### src/rtl/rtq_pkg.sv
package rtq_pkg;
  // width of a counter that must hold values 0..v
  function automatic int unsigned cnt_w(input int unsigned v);
    return (v < 2) ? 1 : $clog2(v + 1);
  endfunction
endpackage

### src/rtl/rtq_locate.sv
module rtq_locate #(
  parameter int DEPTH = 8,
  parameter int TW    = 16,
  parameter int CW    = 4
) (
  input  logic [TW-1:0] slot_due [DEPTH],
  input  logic [DEPTH-1:0] slot_vld,
  input  logic [TW-1:0] new_due,
  output logic [CW-1:0] pos
);
  logic [DEPTH-1:0] not_later;

  for (genvar i = 0; i < DEPTH; i++) begin : g_cmp
    logic [TW-1:0] diff;
    assign diff         = slot_due[i] - new_due;
    // slot is not later when diff <= 0 in wrap-aware signed sense
    assign not_later[i] = slot_vld[i] & (diff[TW-1] | (diff == '0));
  end

  always_comb begin
    pos = '0;
    for (int i = 0; i < DEPTH; i++) pos = pos + CW'(not_later[i]);
  end
endmodule

### src/rtl/rtq_store.sv
module rtq_store #(
  parameter int DEPTH = 8,
  parameter int EW    = 32,
  parameter int CW    = 4
) (
  input  logic          clk,
  input  logic          rst_n,
  input  logic          ins,
  input  logic          pop,
  input  logic [CW-1:0] pos,
  input  logic [EW-1:0] new_ent,
  output logic [EW-1:0] ent_q [DEPTH],
  output logic [CW-1:0] count_q
);
  logic [EW-1:0] ent_n [DEPTH];
  logic [CW-1:0] count_n;
  logic [CW-1:0] slot_p;
  logic          upd;

  assign slot_p  = (pop && pos != '0) ? pos - CW'(1) : pos;
  assign upd     = ins | pop;
  assign count_n = count_q + CW'(ins) - CW'(pop);

  for (genvar j = 0; j < DEPTH; j++) begin : g_slot
    localparam int UP = (j + 1 < DEPTH) ? j + 1 : j;
    localparam int DN = (j > 0) ? j - 1 : 0;
    logic [EW-1:0] base_here, base_prev;
    assign base_here = pop ? ent_q[UP] : ent_q[j];
    assign base_prev = pop ? ent_q[j]  : ent_q[DN];
    always_comb begin
      if (!ins || CW'(j) < slot_p) ent_n[j] = base_here;
      else if (CW'(j) == slot_p)   ent_n[j] = new_ent;
      else                         ent_n[j] = base_prev;
    end
    always_ff @(posedge clk) begin
      if (upd) ent_q[j] <= ent_n[j];
    end
  end

  always_ff @(posedge clk or negedge rst_n) begin
    if (!rst_n)   count_q <= '0;
    else if (upd) count_q <= count_n;
  end
endmodule

### src/rtl/rtq_notify.sv
module rtq_notify (
  input  logic clk,
  input  logic rst_n,
  input  logic pop,
  input  logic refused,
  input  logic last_out,
  input  logic idle_ok,
  output logic retry_q,
  output logic drained_q
);
  logic flag_q, flag_n, retry_n, drained_n;

  always_comb begin
    flag_n    = refused | (flag_q & ~pop);
    retry_n   = flag_q & pop;
    drained_n = last_out & idle_ok;
  end

  always_ff @(posedge clk or negedge rst_n) begin
    if (!rst_n) begin
      flag_q    <= 1'b0;
      retry_q   <= 1'b0;
      drained_q <= 1'b0;
    end else begin
      flag_q    <= flag_n;
      retry_q   <= retry_n;
      drained_q <= drained_n;
    end
  end
endmodule

### src/rtl/rtq_queue.sv
module rtq_queue #(
  parameter int DEPTH  = 8,
  parameter int IW     = 6,
  parameter int AW     = 32,
  parameter int TW     = 16,
  parameter int RD_BUF = 12,
  parameter int CW     = rtq_pkg::cnt_w(DEPTH),
  parameter int PW     = rtq_pkg::cnt_w(RD_BUF)
) (
  input  logic          clk,
  input  logic          rst_n,
  input  logic [TW-1:0] now,
  input  logic          ins_valid,
  input  logic [IW-1:0] ins_id,
  input  logic [AW-1:0] ins_addr,
  input  logic [TW-1:0] ins_due,
  output logic          rsp_valid,
  input  logic          rsp_ready,
  output logic [IW-1:0] rsp_id,
  output logic [AW-1:0] rsp_addr,
  output logic [CW-1:0] count,
  input  logic [PW-1:0] pend_cnt,
  output logic          rd_full,
  input  logic          rd_refused,
  output logic          retry_pulse,
  input  logic          drain_req,
  input  logic          wr_empty,
  output logic          drained
);
  localparam int EW = IW + AW + TW;
  localparam int SW = (PW > CW ? PW : CW) + 1;

  logic [EW-1:0] ent_q [DEPTH];
  logic [TW-1:0] slot_due [DEPTH];
  logic [DEPTH-1:0] slot_vld;
  logic [CW-1:0] pos, count_q;
  logic [TW-1:0] head_due, head_lag;
  logic          pop, ins_acc, last_out, idle_ok;

  for (genvar i = 0; i < DEPTH; i++) begin : g_view
    assign slot_due[i] = ent_q[i][TW-1:0];
    assign slot_vld[i] = (CW'(i) < count_q);
  end

  assign head_due  = slot_due[0];
  assign head_lag  = now - head_due;
  assign rsp_valid = (count_q != '0) && !head_lag[TW-1];
  assign rsp_id    = ent_q[0][EW-1 -: IW];
  assign rsp_addr  = ent_q[0][TW +: AW];
  assign count     = count_q;

  assign pop      = rsp_valid & rsp_ready;
  assign ins_acc  = ins_valid & ((count_q < CW'(DEPTH)) | pop);
  assign last_out = pop & (count_q == CW'(1)) & ~ins_acc;
  assign idle_ok  = (pend_cnt == '0) & wr_empty & drain_req;
  assign rd_full  = (SW'(pend_cnt) + SW'(count_q)) >= SW'(RD_BUF);

  rtq_locate #(.DEPTH(DEPTH), .TW(TW), .CW(CW)) i_locate (
    .slot_due(slot_due), .slot_vld(slot_vld), .new_due(ins_due), .pos(pos)
  );

  rtq_store #(.DEPTH(DEPTH), .EW(EW), .CW(CW)) i_store (
    .clk(clk), .rst_n(rst_n), .ins(ins_acc), .pop(pop), .pos(pos),
    .new_ent({ins_id, ins_addr, ins_due}), .ent_q(ent_q), .count_q(count_q)
  );

  rtq_notify i_notify (
    .clk(clk), .rst_n(rst_n), .pop(pop), .refused(rd_refused),
    .last_out(last_out), .idle_ok(idle_ok),
    .retry_q(retry_pulse), .drained_q(drained)
  );
endmodule

### config.mk
export PLATFORM = sky130hd
export DESIGN_NAME = rtq_queue
export DESIGN_NICKNAME = d
export VERILOG_FILES = /design/src/rtl/rtq_pkg.sv /design/src/rtl/rtq_locate.sv /design/src/rtl/rtq_store.sv /design/src/rtl/rtq_notify.sv /design/src/rtl/rtq_queue.sv
export SDC_FILE = /design/constraint.sdc
export NUM_CORES = 1
export LEC_CHECK = 0
export CAP_MARGIN = 20
export CORE_UTILIZATION = 63
export CTS_BUF_LIST = sky130_fd_sc_hd__clkbuf_4
export DETAILED_ROUTE_END_ITERATION = 8
export GPL_ROUTABILITY_DRIVEN = 0
export PLACE_DENSITY = 0.82
export SLEW_MARGIN = 20
export SYNTH_ARGS = -nofsm -noshare
export SYNTH_HDL_FRONTEND = slang
export SYNTH_SLANG_ARGS = --single-unit
### constraint.sdc
create_clock -name clk -period 20.2 [get_ports clk]
set_clock_uncertainty 0.1 [all_clocks]
set_input_delay 4.04 -clock clk [delete_from_list [all_inputs] [get_ports clk]]
set_output_delay 4.04 -clock clk [all_outputs]
set_load 0.03 [all_outputs]
==> summary.txt, run 1 <==
Outcome
  – Status: finished, final reports clean

Die
  – Die area: 0.05231 mm²
  – Initial Util: 0.6414
  – CORE AREA: 0.05048 mm²
  – Row count: 82
  – Die Y: 228.7 µm
  – Num ports: 127
  – Die X: 228.7 µm

Synth
  – Synth Area in Adders: 0.06662
  – Synth warn: 0
  – Sequential area share after synthesis: 0.4061
  – Netlist Area Pre-Place: 0.03238 mm²
  – Synth Area in Compound Gates: 0.1859
  – Mux cell area share after synthesis: 0.1562
  – Fraction of registers with async set/reset: 0.01595
  – Post-synth cell types: 76
  – Synth Instances: 3,417
  – Xor/xnor share of the synthesized area: 0.01700
  – Simple-Gate Fraction of Synth Area: 0.1143
  – Post-synth EDFFs: 432
  – Yosys reg bits: 439
  – Largest family of logic cells by synthesized area: compound AO/OA/AOI/OAI gates
  – Syn_nets: 3,662
  – Post-synth top flop: edfxtp_1
  – Avg Cell Area, Syn: 9.476 µm²

Timing
  – Relative slew slack: 0.2353
  – Endpoints failing hold: 0
  – Max-slew violation count: 0
  – Final period utilization: 0.6454
  – Setup_tns: 0 ns
  – Max Clk Rate: 0.07670 GHz
  – Post-layout min period: 13.04 ns
  – Hold WS: 0.4182 ns
  – Final setup vio count: 0
  – Unrepaired setup endpoints after global routing: no
  – Least-Margin Pin Slew: 1.147 ns

Finish
  – Most common cell after layout, fill and taps aside: edfxtp_1
  – Layout area overhead: 8.076%
  – Commonest cells after routing, fill and taps aside: 432 x edfxtp_1, 364 x o21ai_0, 349 x nand2_1, 323 x mux2i_1
  – Layout cell share with drive strength beyond 1: 0.1157
  – Area of the multi-input gates: 0.01756 mm²
  – Register area: 0.01315 mm²
  – Design area: 0.03499 mm²
  – Fill cells: 3,795
  – Fin nets: 3,645

Place
  – Placed Area: 0.03347 mm²
  – Post-DP HPWL: 58,090 µm
  – Port Buffers: 126

Job
  – MaxCap Viol Count: 0

Global route
  – Grt total ovfl: 0
  – Largest net degree at the start of global routing: 155
  – First-pass GRT wire length: 142,400 µm
  – Total track usage: 0.3400
  – Initial antenna violation count: 1
  – Vias in the first global route: 27,161

Clock network
  – Clk sinks: 439
  – # H-tree levels: 3
  – Post-CTS Hold Buffers: 0
  – Post-CTS Setup Bufs: 0
  – # resized after CTS: 0
  – Clock buffer depth: 3
  – Root buffer cell: clkbuf_4
  – CTS tree: yes
  – Worst-path clk slew: 0.07 ns
  – TritonCTS buffer count: 118
  – Insertion delay to the later sink of the worst-skew pair: 0.90 ns

Worst hold path
  – WHS Endpoint: i_notify.retry_q$_DFF_PN0_
  – Min-delay src: i_notify.flag_q$_DFF_PN0_
  – Hold-critical path depth: 2
  – Hold Path Class: register to register

Routing
  – Remaining DRCs: 0
  – Antenna viol nets, final: 0
  – Pre-antenna DRT Iters: 7
  – DR WL/cell: 21.70 µm
  – Iter 0 DRT Violations: 3,093
  – Via Count: 27,476
  – Via-per-instance ratio: 6.598
  – Drt total wl: 90,370 µm

Critical path
  – CP Capture Type: register
  – Worst R2R Path Depth: 30
  – CP startpoint kind: primary input
  – Reg-to-reg critical path endpoint: i_store.ent_q[202]$_DFFE_PP_
  – Max FO, Critical Path: 32
  – Crit path DAT: 13.55 ns
  – RR Startpoint: i_store.g_slot[0].base_prev[0]$_DFFE_PP_
  – CP Class: primary input to register
  – Critical path required time: 20.71 ns
  – R2R Setup Slk: 10.79 ns
-- worst max-delay path: stages --
cell,delay [ns]
clkdlybuf4s50_1,0.87
inv_1,0.52
ha_1,0.53
a21oi_1,0.16
o32ai_1,0.11
a2111oi_0,0.69
o211ai_1,0.18
nor4_1,0.28
nand3_1,0.12
a2111oi_0,0.35
a31oi_1,0.21
fa_1,0.51
fa_1,0.49
inv_1,0.05
fa_1,0.38
inv_1,0.11
fa_1,0.45
ha_1,0.29
nand2_1,0.10
nor2_1,0.04
mux2i_1,0.28
mux2i_1,0.58
nand2_2,0.20
nor2_4,0.85
buf_4,0.74
mux2i_1,0.28
o21ai_1,0.09
-- cell type report --
type                       instances  share of cell area
multi-input combinational       2576              0.5017
clock inverter                    35            0.005792
timing repair buffer             156             0.04283
inverter                         109             0.01212
tap                              672             0.02403
antenna                            1          0.00007151
clock buffer                     176             0.03776
sequential                       439              0.3757
-- per-stage QoR --
stage	setup slack, ns	util	instances
2_1_floorplan	6.208	-	3417
3_3_place_gp	6.708	0.6628	3952
3_5_place_dp	6.412	0.6630	3952
4_1_cts	7.346	0.6932	4163
5_1_grt	6.578	0.6932	4164
6_report	7.162	0.6932	4164
-- kinds of logic after synthesis --
kind of cell    count (synthesis)
fa+ha+maj                     164
simple gates                  845
buf+inv                       402
mux                           484
compound gates               1021
flops                         439
xor+xnor                       62
-- cell usage after synthesis (8+ instances only) --
master,instances,share of area
edfxtp_1,432,0.40
nor2b_1,24,0.0046
buf_1,9,0.0010
a21o_1,28,0.0065
buf_4,41,0.0095
a21oi_1,277,0.043
xor2_1,19,0.0051
mux2i_1,323,0.10
o211ai_1,173,0.040
nor4_1,14,0.0027
nor3_1,21,0.0032
a31oi_1,11,0.0021
nand4_1,14,0.0027
or3_1,8,0.0015
nand2b_1,80,0.015
o21ai_0,364,0.056
o21a_1,19,0.0044
a21boi_0,9,0.0021
nand2_1,351,0.041
o21bai_1,9,0.0021
nor2_1,278,0.032
ha_1,150,0.058
xnor2_1,42,0.011
fa_1,14,0.0087
clkbuf_1,177,0.021
o2111ai_1,10,0.0027
mux2_2,160,0.056
nand3_1,24,0.0037
buf_2,66,0.010
o21ai_1,46,0.0071
a211oi_1,10,0.0023
o22ai_1,8,0.0015
inv_1,108,0.013
-- per-layer routing --
metal  share of wire  track usage  wire, µm
met1            0.38       0.4198     34260
met2            0.48       0.5640     42990
met3           0.096      0.06150      8677
met4           0.049       0.1885      4444
met5               0            0         0
-- worst max path at each step --
stage / depth (start not counted) / slack (ns) / from / to
after floorplan: 14 / 6.21 / now[6] / i_store.ent_q[100]$_DFFE_PP_
after global placement: 30 / 6.71 / ins_due[1] / i_store.ent_q[164]$_DFFE_PP_
after detailed placement: 30 / 6.41 / ins_due[1] / i_store.ent_q[175]$_DFFE_PP_
after CTS: 30 / 7.35 / ins_due[1] / i_store.ent_q[171]$_DFFE_PP_
after global routing: 30 / 6.58 / ins_due[1] / i_store.ent_q[89]$_DFFE_PP_
final: 27 / 7.16 / ins_due[12] / i_store.ent_q[202]$_DFFE_PP_
-- flip-flops by register name (all words and copies together) (netlist names) --
signal	cells
i_notify.retry_q	1
i_notify.flag_q	1
i_notify.drained_q	1
i_store.g_slot.base_here	54
i_store.ent_q	324
i_store.g_slot.base_prev	54
i_store.count_q	4
Power of run 1 is left out: the tool's default activity adds up to more than one toggle a clock period on the data nets, which glitch-free logic cannot reach.
==> run 2, diff against run 1 <==
==> constraint.sdc (replaced) <==
create_clock -name clk -period 12.5 [get_ports clk]
set_clock_uncertainty 0.1 [all_clocks]
set_input_delay 2.5 -clock clk [delete_from_list [all_inputs] [get_ports clk]]
set_output_delay 2.5 -clock clk [all_outputs]
set_load 0.03 [all_outputs]
==> summary.txt, run 2 (synthesized netlist as in run 1, its figures left out) <==
Routing
  – Pre-antenna DRT Iters: 6
  – Via Count: 27,317
  – Antenna viol nets, final: 0
  – Remaining DRCs: 0
  – Drt total wl: 89,520 µm
  – Top sig layer: met4
  – Iter 0 DRT Violations: 2,786
  – Routed wl met2: 42,480 µm
  – Post-Route M1 WL: 34,420 µm
  – Via-per-instance ratio: 6.552
  – DR WL/cell: 21.47 µm
  – WL met3: 8670 µm

Critical path
  – CP Capture Type: register
  – Max FO, Critical Path: 28
  – Crit path DAT: 11.34 ns
  – Worst R2R Path Depth: 29
  – CP startpoint kind: primary input
  – Critical path required time: 12.99 ns
  – CP Class: primary input to register

Job
  – MaxCap Viol Count: 0

Timing
  – Final period utilization: 0.8677
  – Endpoints failing hold: 0
  – Max Clk Rate: 0.09220 GHz
  – Max-slew violation count: 0
  – Final setup vio count: 0
  – Unrepaired setup endpoints after global routing: no
  – Setup_tns: 0 ns
  – Least-Margin Pin Slew: 1.117 ns
  – Hold WS: 0.4096 ns
  – Relative slew slack: 0.2554
  – Post-layout min period: 10.85 ns

Clock network
  – Post-CTS Hold Buffers: 0
  – Insertion delay to the later sink of the worst-skew pair: 0.92 ns
  – # resized after CTS: 0
  – Post-CTS Setup Bufs: 0
  – Clock buffer depth: 3
  – CTS tree: yes
  – Root buffer cell: clkbuf_4
  – Worst-path clk slew: 0.06 ns
  – Clk sinks: 439
  – # H-tree levels: 3
  – TritonCTS buffer count: 116

Worst hold path
  – Hold Path Class: register to register
  – Hold-critical path depth: 2

Die
  – Initial Util: 0.6414
  – CORE AREA: 0.05048 mm²
  – Row count: 82
  – Die area: 0.05231 mm²
  – Die X: 228.7 µm
  – Die Y: 228.7 µm
  – Num ports: 127

Global route
  – First-pass GRT wire length: 142,300 µm
  – Grt total ovfl: 0
  – Largest net degree at the start of global routing: 131
  – Total track usage: 0.3380
  – Initial antenna violation count: 4
  – Vias in the first global route: 26,876

Place
  – Port Buffers: 126
  – Placed Area: 0.03368 mm²
  – Post-DP HPWL: 58,660 µm

Finish
  – Max reg flops: 324
  – Layout area overhead: 8.629%
  – Design area: 0.03517 mm²
  – Commonest cells after routing, fill and taps aside: 432 x edfxtp_1, 364 x o21ai_0, 349 x nand2_1, 323 x mux2i_1
  – Biggest register: i_store.ent_q
  – Layout cell share with drive strength beyond 1: 0.1214
  – Most common cell after layout, fill and taps aside: edfxtp_1
  – Fin nets: 3,656

Outcome
  – Status: finished, final reports clean
==> run 2: metal layers <==
| layer | vias to the layer above | track usage |
|---|---|---|
| met5 | - | 0 |
| met4 | 0 | 0.1722 |
| met3 | 276 | 0.06075 |
| met2 | 1511 | 0.5540 |
| met1 | 12929 | 0.4294 |
| li1 | 12601 | - |
==> run 2: cell type report <==
cell class,instances,area [µm²]
Antenna cell,3,7.507
Sequential cell,439,13150
Inverter,109,424.2
Clock buffer,182,1366
Clock inverter,19,117.6
Timing Repair Buffer,169,1722
Multi-Input combinational cell,2576,17550
Tap cell,672,840.8
Fill cell,3803,15310
==> run 2: metrics by stage <==
| stage | utilization | cells | worst slack [ns] |
|---|---|---|---|
| final | 0.6968 | 4169 | 1.654 |
| after global routing | 0.6968 | 4169 | 1.333 |
| after CTS | 0.6966 | 4166 | 1.890 |
| after detailed placement | 0.6672 | 3965 | 1.002 |
| after global placement | 0.6672 | 3965 | 1.206 |
| after floorplan | - | 3417 | 0.04841 |
==> run 2: path summary, 6_finish.rpt <==
kind	startpoint	endpoint	slack, ns
worst max-delay path	ins_due[2]	i_store.ent_q[219]$_DFFE_PP_	1.65
worst min-delay path	i_notify.flag_q$_DFF_PN0_	i_notify.retry_q$_DFF_PN0_	0.41
worst max register to register	i_store.ent_q[270]$_DFFE_PP_	i_store.ent_q[219]$_DFFE_PP_	3.65
worst min register to register	i_notify.flag_q$_DFF_PN0_	i_notify.retry_q$_DFF_PN0_	0.41
max in group asynchronous	rst_n	i_notify.drained_q$_DFF_PN0_	10.29
min in group asynchronous	rst_n	i_store.count_q[2]$_DFFE_PN0P_	1.77
==> run 2: worst max-delay path, cell delays in order <==
cell and delay [ns]:
clkdlybuf4s50_1 0.72, inv_1 0.38, ha_1 0.44, a21o_1 0.17, a21oi_1 0.25, o21bai_1 0.11, a21oi_1 0.22, o21bai_1 0.11
and4_1 0.20, a2111oi_0 0.64, mux2i_1 0.15, a2111oi_0 0.31, a31oi_1 0.19, fa_1 0.52, fa_1 0.50, inv_1 0.05
fa_1 0.37, inv_1 0.09, fa_1 0.44, ha_1 0.30, a31o_2 0.23, nor2_1 0.17, mux2i_4 0.13, mux2i_1 0.59
nand2_2 0.61, buf_4 0.48, o21ai_0 0.27, o21ai_0 0.12
Power of run 2 is left out for the same reason.
